[config.mk]
export PLATFORM = sky130hd
export DESIGN_NAME = pwr_stop_seq
export DESIGN_NICKNAME = d
export VERILOG_FILES = /design/src/rtl/pwr_stop_pkg.sv /design/src/rtl/pwr_stop_regs.sv /design/src/rtl/pwr_stop_fsm.sv /design/src/rtl/pwr_stop_gates.sv /design/src/rtl/pwr_stop_seq.sv
export SDC_FILE = /design/constraint.sdc
export NUM_CORES = 1
export LEC_CHECK = 0
export BUFFER_PORTS_ARGS = -buffer_cell sky130_fd_sc_hd__buf_2
export CORE_UTILIZATION = 29
export DETAILED_ROUTE_END_ITERATION = 12
export GPL_TIMING_DRIVEN = 0
export PLACE_DENSITY = 0.57
export SLEW_MARGIN = 20
export SYNTH_ARGS = -nofsm -noshare
export SYNTH_HDL_FRONTEND = slang
export SYNTH_SLANG_ARGS = --single-unit
[constraint.sdc]
create_clock -name clk -period 2.75 [get_ports clk]
set_input_delay 0.4125 -clock clk [delete_from_list [all_inputs] [get_ports clk]]
set_output_delay 0.4125 -clock clk [all_outputs]
set_load 0.02 [all_outputs]
[src/rtl/pwr_stop_pkg.sv]
package pwr_stop_pkg;

    typedef enum logic [2:0] {
        M_RUN   = 3'd0,
        M_STOP  = 3'd1,
        M_VLPR  = 3'd2,
        M_VLPS  = 3'd3,
        M_LLS   = 3'd4,
        M_VLLS1 = 3'd5,
        M_VLLS2 = 3'd6,
        M_VLLS3 = 3'd7
    } pmode_e;

    typedef struct packed {
        logic allow_vlls;
        logic allow_ll;
        logic allow_vlp;
    } prot_t;

    typedef struct packed {
        logic       lvd_rst_en;
        logic       ref_keep;
        logic       run_vlp;
        logic [2:0] stop_code;
    } ctl_t;

    typedef struct packed {
        logic clk_core;
        logic clk_ref;
        logic pwr_logic;
        logic pwr_ram;
    } gate_t;

    localparam int CTL_W  = $bits(ctl_t);
    localparam int PROT_W = $bits(prot_t);

    function automatic logic is_run(pmode_e m);
        return (m == M_RUN) || (m == M_VLPR);
    endfunction

    function automatic logic code_ok(ctl_t c, prot_t p);
        logic ok;
        case (c.stop_code)
            3'b000:                 ok = 1'b1;
            3'b010:                 ok = p.allow_vlp;
            3'b011:                 ok = p.allow_ll;
            3'b101, 3'b110, 3'b111: ok = p.allow_vlls;
            default:                ok = 1'b0;
        endcase
        return ok && (!c.run_vlp || p.allow_vlp);
    endfunction

    function automatic pmode_e pick_target(ctl_t c, logic from_vlp);
        pmode_e t;
        case (c.stop_code)
            3'b011:  t = M_LLS;
            3'b101:  t = M_VLLS1;
            3'b110:  t = M_VLLS2;
            3'b111:  t = M_VLLS3;
            default: t = (from_vlp || c.stop_code == 3'b010) ? M_VLPS : M_STOP;
        endcase
        return t;
    endfunction

    function automatic gate_t gates_for(pmode_e m, logic keep);
        gate_t g;
        case (m)
            M_RUN, M_VLPR:   g = 4'b1111;
            M_STOP:          g = {1'b0, keep, 2'b11};
            M_VLPS:          g = 4'b0011;
            M_LLS:           g = 4'b0001;
            M_VLLS1:         g = 4'b0000;
            default:         g = 4'b0001;
        endcase
        return g;
    endfunction

endpackage

[src/rtl/pwr_stop_regs.sv]
module pwr_stop_regs
    import pwr_stop_pkg::*;
#(
    parameter int DW = 8
) (
    input  logic          clk,
    input  logic          rst,
    input  logic          clr,
    input  logic          open,
    input  logic          we,
    input  logic          sel,
    input  logic [DW-1:0] wdata,
    output ctl_t          ctl
);
    prot_t prot;
    logic  locked;
    ctl_t  ctl_new;
    logic  ctl_hi_zero;
    logic  prot_hi_zero;

    assign ctl_new      = ctl_t'(wdata[CTL_W-1:0]);
    assign ctl_hi_zero  = (wdata[DW-1:CTL_W] == '0);
    assign prot_hi_zero = (wdata[DW-1:PROT_W] == '0);

    always_ff @(posedge clk) begin
        if (rst || clr) begin
            prot   <= '0;
            ctl    <= '0;
            locked <= 1'b0;
        end else if (we && open) begin
            if (!sel) begin
                if (!locked && prot_hi_zero) begin
                    prot   <= prot_t'(wdata[PROT_W-1:0]);
                    locked <= 1'b1;
                end
            end else if (ctl_hi_zero && code_ok(ctl_new, prot)) begin
                ctl <= ctl_new;
            end
        end
    end

    // once locked, the allow word holds until a clear
    p_lock_hold_r1: assert property (@(posedge clk) disable iff (rst)
        locked && !clr |=> $stable(prot));

    // every stored mode word is legal under the allow word
    p_ctl_legal_r2: assert property (@(posedge clk) disable iff (rst)
        !$past(rst) && !$past(clr) && ctl != $past(ctl) |-> code_ok(ctl, prot));

endmodule

[src/rtl/pwr_stop_fsm.sv]
module pwr_stop_fsm
    import pwr_stop_pkg::*;
#(
    parameter int NWAKE = 7
) (
    input  logic             clk,
    input  logic             rst,
    input  logic             sleep_req,
    input  logic             sleep_deep,
    input  logic             sleep_ack,
    input  logic [NWAKE-1:0] wake_src,
    input  logic             rst_pin,
    input  logic             wdog_to,
    input  logic             lvd_det,
    input  ctl_t             ctl,
    output pmode_e           mode_q,
    output logic             rst_req_q,
    output logic             open,
    output logic             clr
);
    logic   armed_q;
    logic   org_vlp_q;
    pmode_e tgt_q;
    logic   in_stop;
    logic   rst_evt;
    logic   wake;
    logic   deep_lvl;

    assign in_stop  = !is_run(mode_q);
    assign rst_evt  = rst_pin || wdog_to || (lvd_det && ctl.lvd_rst_en);
    assign wake     = |wake_src;
    assign deep_lvl = (mode_q == M_VLLS1) || (mode_q == M_VLLS2) || (mode_q == M_VLLS3);
    assign clr      = in_stop && (rst_evt || (wake && deep_lvl));
    assign open     = !in_stop && !armed_q;

    always_ff @(posedge clk) begin
        if (rst) begin
            mode_q    <= M_RUN;
            armed_q   <= 1'b0;
            tgt_q     <= M_STOP;
            org_vlp_q <= 1'b0;
            rst_req_q <= 1'b0;
        end else begin
            rst_req_q <= clr;
            if (clr) begin
                mode_q    <= M_RUN;
                armed_q   <= 1'b0;
                org_vlp_q <= 1'b0;
            end else if (in_stop) begin
                if (wake) mode_q <= org_vlp_q ? M_VLPR : M_RUN;
            end else if (armed_q) begin
                if (sleep_ack) begin
                    mode_q  <= tgt_q;
                    armed_q <= 1'b0;
                end
            end else if (sleep_req && sleep_deep) begin
                armed_q   <= 1'b1;
                tgt_q     <= pick_target(ctl, mode_q == M_VLPR);
                org_vlp_q <= (mode_q == M_VLPR);
            end else begin
                mode_q <= ctl.run_vlp ? M_VLPR : M_RUN;
            end
        end
    end

    // reset request is a single-cycle pulse and lands in full run
    p_rst_pulse_r8: assert property (@(posedge clk) disable iff (rst)
        rst_req_q |=> !rst_req_q);
    p_rst_run_r8: assert property (@(posedge clk) disable iff (rst)
        rst_req_q |-> mode_q == M_RUN);

    // armed without acknowledge keeps the mode
    p_hold_armed_r5: assert property (@(posedge clk) disable iff (rst)
        armed_q && !sleep_ack |=> mode_q == $past(mode_q));

    // plain sleep never leaves the run modes
    p_nodeep_r4: assert property (@(posedge clk) disable iff (rst)
        open && sleep_req && !sleep_deep |=> is_run(mode_q));

    // shallow-stop wakeup resumes without reset
    p_wake_resume_r7: assert property (@(posedge clk) disable iff (rst)
        in_stop && !deep_lvl && wake && !rst_evt |=> is_run(mode_q) && !rst_req_q);

endmodule

[src/rtl/pwr_stop_gates.sv]
module pwr_stop_gates
    import pwr_stop_pkg::*;
(
    input  logic   clk,
    input  logic   rst,
    input  pmode_e mode,
    input  logic   keep,
    output gate_t  g
);
    always_ff @(posedge clk) begin
        if (rst) g <= '1;
        else     g <= gates_for(mode, keep);
    end

    // core clock follows run membership of the previous cycle
    p_core_lag_r9: assert property (@(posedge clk) disable iff (rst)
        !$past(rst) |-> g.clk_core == is_run($past(mode)));

endmodule

[src/rtl/pwr_stop_seq.sv]
module pwr_stop_seq
    import pwr_stop_pkg::*;
#(
    parameter int DW    = 8,
    parameter int NWAKE = 7
) (
    input  logic             clk,
    input  logic             rst,
    input  logic             cfg_we,
    input  logic             cfg_sel,
    input  logic [DW-1:0]    cfg_wdata,
    input  logic             sleep_req,
    input  logic             sleep_deep,
    input  logic             sleep_ack,
    input  logic [NWAKE-1:0] wake_src,
    input  logic             rst_pin,
    input  logic             wdog_to,
    input  logic             lvd_det,
    output logic [2:0]       mode_o,
    output logic             clk_core_en,
    output logic             clk_ref_en,
    output logic             pwr_logic_en,
    output logic             pwr_ram_en,
    output logic             rst_req_o
);
    ctl_t   ctl;
    pmode_e mode_q;
    logic   open;
    logic   clr;
    gate_t  g;

    pwr_stop_regs #(.DW(DW)) u_regs (
        .clk(clk), .rst(rst), .clr(clr), .open(open),
        .we(cfg_we), .sel(cfg_sel), .wdata(cfg_wdata), .ctl(ctl)
    );

    pwr_stop_fsm #(.NWAKE(NWAKE)) u_fsm (
        .clk(clk), .rst(rst),
        .sleep_req(sleep_req), .sleep_deep(sleep_deep), .sleep_ack(sleep_ack),
        .wake_src(wake_src), .rst_pin(rst_pin), .wdog_to(wdog_to), .lvd_det(lvd_det),
        .ctl(ctl), .mode_q(mode_q), .rst_req_q(rst_req_o), .open(open), .clr(clr)
    );

    pwr_stop_gates u_gates (
        .clk(clk), .rst(rst), .mode(mode_q), .keep(ctl.ref_keep), .g(g)
    );

    assign mode_o       = mode_q;
    assign clk_core_en  = g.clk_core;
    assign clk_ref_en   = g.clk_ref;
    assign pwr_logic_en = g.pwr_logic;
    assign pwr_ram_en   = g.pwr_ram;

endmodule

==> results.py <==
metrics = {
    "final_layout": {
        "final_common_cell": "buf_2",
        "syn_to_final_growth_pct": 23.0,
        "nets": 178,
        "fin_area_um2": 1430,
        "diodes": 0,
        "layout_common_cells": "33 x buf_2, 23 x dfxtp_1, 11 x o21ai_0",
        "finalNonFillerCells": 200,
        "n_fill_cell": 393,
        "drive_gt1_share_pct": 38.8,
    },
    "sta": {
        "final_hold_viol_count": 0,
        "tns_ns": 0,
        "clock_skew_ns": 0.0107,
        "slew_violations": 0,
        "setup_viol": 0,
        "worst_slew_pin_slew_ns": 0.656,
        "slew_headroom_pct": 56.2,
        "rsz0062_at_grt": "no",
        "setup_slack_ns": 1.01,
        "fmax_ghz": 0.574,
        "fin_crit_ns": 1.74,
        "fin_crit_sh_pct": 63.4,
    },
    "synth": {
        "synth_edf_count": 0,
        "syn_inst": 116,
        "yosysTopAreaCellShare_pct": 39.7,
        "syn_area_um2": 1160,
        "ys_types": 44,
        "ys_top_cells_by_area": "dfxtp_1 40%, nor3_2 6.0%, o21ai_0 4.8%",
        "yosys.area.top_type": "dfxtp_1",
        "synthesis.area_per_instance_um2": 9.99,
        "ys_warn_count": 0,
        "yosysSeqAreaShare_pct": 39.7,
        "ys_seq_elements": 23,
        "synthFlopType": "dfxtp_1",
        "ys_async_sr_fraction_pct": 0,
        "syn_nets": 141,
    },
    "placed_design": {
        "pre_cts_ws_ns": 0.894,
        "dp_hpwl_mm": 2.02,
        "dp_cells": 196,
        "postPlaceCellArea_um2": 1380,
        "globalplace.congestion": 0.783,
        "port_buffers": 32,
    },
    "critical_path": {
        "worstPathArrival_ns": 1.87,
        "worstPathCellList": "or3_4, nor4_4, mux2i_1, nor3_2",
        "crit_fanout": 9,
        "crit_family": "simple AND/OR/NAND/NOR gates",
        "max_stage_delay_ns": 0.45,
        "crit_slowest_cell": "or3_4",
        "startpoint_type": "flop",
        "path_class": "flop to flop",
        "crit_path_end_kind": "flop",
        "critical_path_buf_inv_count": 0,
        "cp.required_ns": 2.88,
    },
    "clock_tree": {
        "cts-htree-levels": 1,
        "clkTransAtPathRegs_ns": 0.09,
        "cts_tree": "done",
        "clock-root-buffer": "clkbuf_8",
        "cts_buffers": 3,
        "clock_latency_ns": 0.27,
        "cts.sinks": 23,
        "clock_path_buffers": 2,
        "cts_setup_buffers": 0,
        "post_cts_resized": 0,
        "holdBufCountCts": 0,
    },
    "power": {
        "power_density_nw_per_um2": 446,
        "vdd_ir_drop_max_v": 0.000141,
        "p_leak_nw": 0.503,
    },
    "flow_run": {
        "maxCapViolCount": 0,
    },
    "global_routing": {
        "gr-total-overflow": 0,
        "track_usage_pct": 13.8,
        "grt_max_degree": 14,
        "antenna_found_initial": 0,
        "grt_pass1_wl_mm": 4.52,
        "grt_pass1_vias": 995,
    },
    "detailed_routing": {
        "drt_iter0_drc": 43,
        "firstDrtPassIters": 4,
        "wl_mm": 2.68,
        "wl_per_cell_um": 13.4,
        "drtAntennaViolNets": 0,
        "drc_errors": 0,
        "vias": 1075,
        "viasPerCell": 5.38,
    },
    "floorplan": {
        "ios": 33,
        "die_w_um": 65.2,
        "die-area_um2": 4250,
        "core.rowCount": 22,
        "core_um2": 3740,
        "start_util_pct": 30.9,
        "dieHeight_um": 65.2,
    },
    "min_path": {
        "hold_class": "primary input to flop",
    },
    "status": {
        "outcome": "finished clean",
    },
}
area by class of cell:
type | count | area [µm²] | share of cell area [%]
clock buffer | 3 | 41.3 | 2.90
buffer | 4 | 23.8 | 1.67
multi-input combinational | 87 | 667 | 46.8
tap | 48 | 60.1 | 4.21
clock inverter | 1 | 5.00 | 0.351
inverter | 2 | 7.51 | 0.527
sequential | 23 | 460 | 32.3
timing repair buffer | 32 | 160 | 11.2
path summary, 6_finish.rpt:
check / startpoint / to / slack, ns / cells past startpoint
max: u_fsm.mode_q[2]$_SDFFE_PP0P_ / u_regs.prot[2]$_SDFFE_PP0P_ / 1.01 / 4
min: rst / u_gates.g[1]$_SDFF_PP1_ / 0.39 / 2
max reg2reg: u_fsm.mode_q[2]$_SDFFE_PP0P_ / u_regs.prot[2]$_SDFFE_PP0P_ / 1.01 / 4
min reg2reg: u_regs.ctl[5]$_SDFFE_PP0P_ / u_regs.ctl[5]$_SDFFE_PP0P_ / 0.49 / 2
sequential cells by signal, indices dropped and copies added (netlist names):
signal           cells
u_regs.ctl           6
u_gates.g            4
u_fsm.mode_q         3
u_fsm.tgt_q          3
u_regs.prot          3
u_fsm.armed_q        1
u_fsm.org_vlp_q      1
u_fsm.rst_req_q      1
u_regs.locked        1
routing by layer:
metal	GRT usage (%)	vias to the layer above	wire length (µm)
li1	-	521	-
met1	15.8	528	1170
met3	1.74	4	77
met2	24.2	22	1380
met5	0	-	0
met4	8.15	0	54
cell families (layout without fill, tap and decap cells):
family                    count (synthesis)  count (layout)  share of synthesized area, %
buffers and inverters                     6              42                          2.70
AOI/OAI and AO/OA                        35              35                          23.3
DFF                                      23              23                          39.7
and+or+nand+nor                          46              46                          29.2
muxes                                     5               5                          4.32
xor gates and xnor gates                  1               1                         0.756
synthesized netlist by cell type, types with 2 or more instances:
library cell  count
clkbuf_1          2
a211oi_1          6
dfxtp_1          23
a211oi_2          4
o21ai_0          11
nand4_1           3
nor3_2            7
mux2i_1           5
a21oi_1           4
nor2_1            4
and2_1            2
nand2b_1          4
inv_1             2
nand2_1           4
nand3_1           6
metrics by stage:
stage,hold WS (ns),power (W),util [%]
after floorplan,0.445,0.000397,-
after global placement,0.469,0.000430,36.8
after detailed placement,0.471,0.000431,36.8
after CTS,0.390,0.000644,38.1
after global routing,0.387,0.000669,38.1
final,0.392,0.000636,38.1
power by group:
group / total, W / internal, W / leakage [nW] / switching (W)
Combinational: 0.0000793 / 0.0000341 / 0.292 / 0.0000453
Sequential: 0.000344 / 0.000338 / 0.186 / 0.00000587
Clock: 0.000213 / 0.000101 / 0.0255 / 0.000112
Total: 0.000636 / 0.000473 / 0.503 / 0.000163
worst reg2reg max path, stage by stage (launching register included):
cell     delay (ns)
dfxtp_1        0.41
or3_4          0.45
nor4_4         0.41
mux2i_1        0.26
nor3_2         0.06
Note: power is estimated with default switching activity, not from simulation.
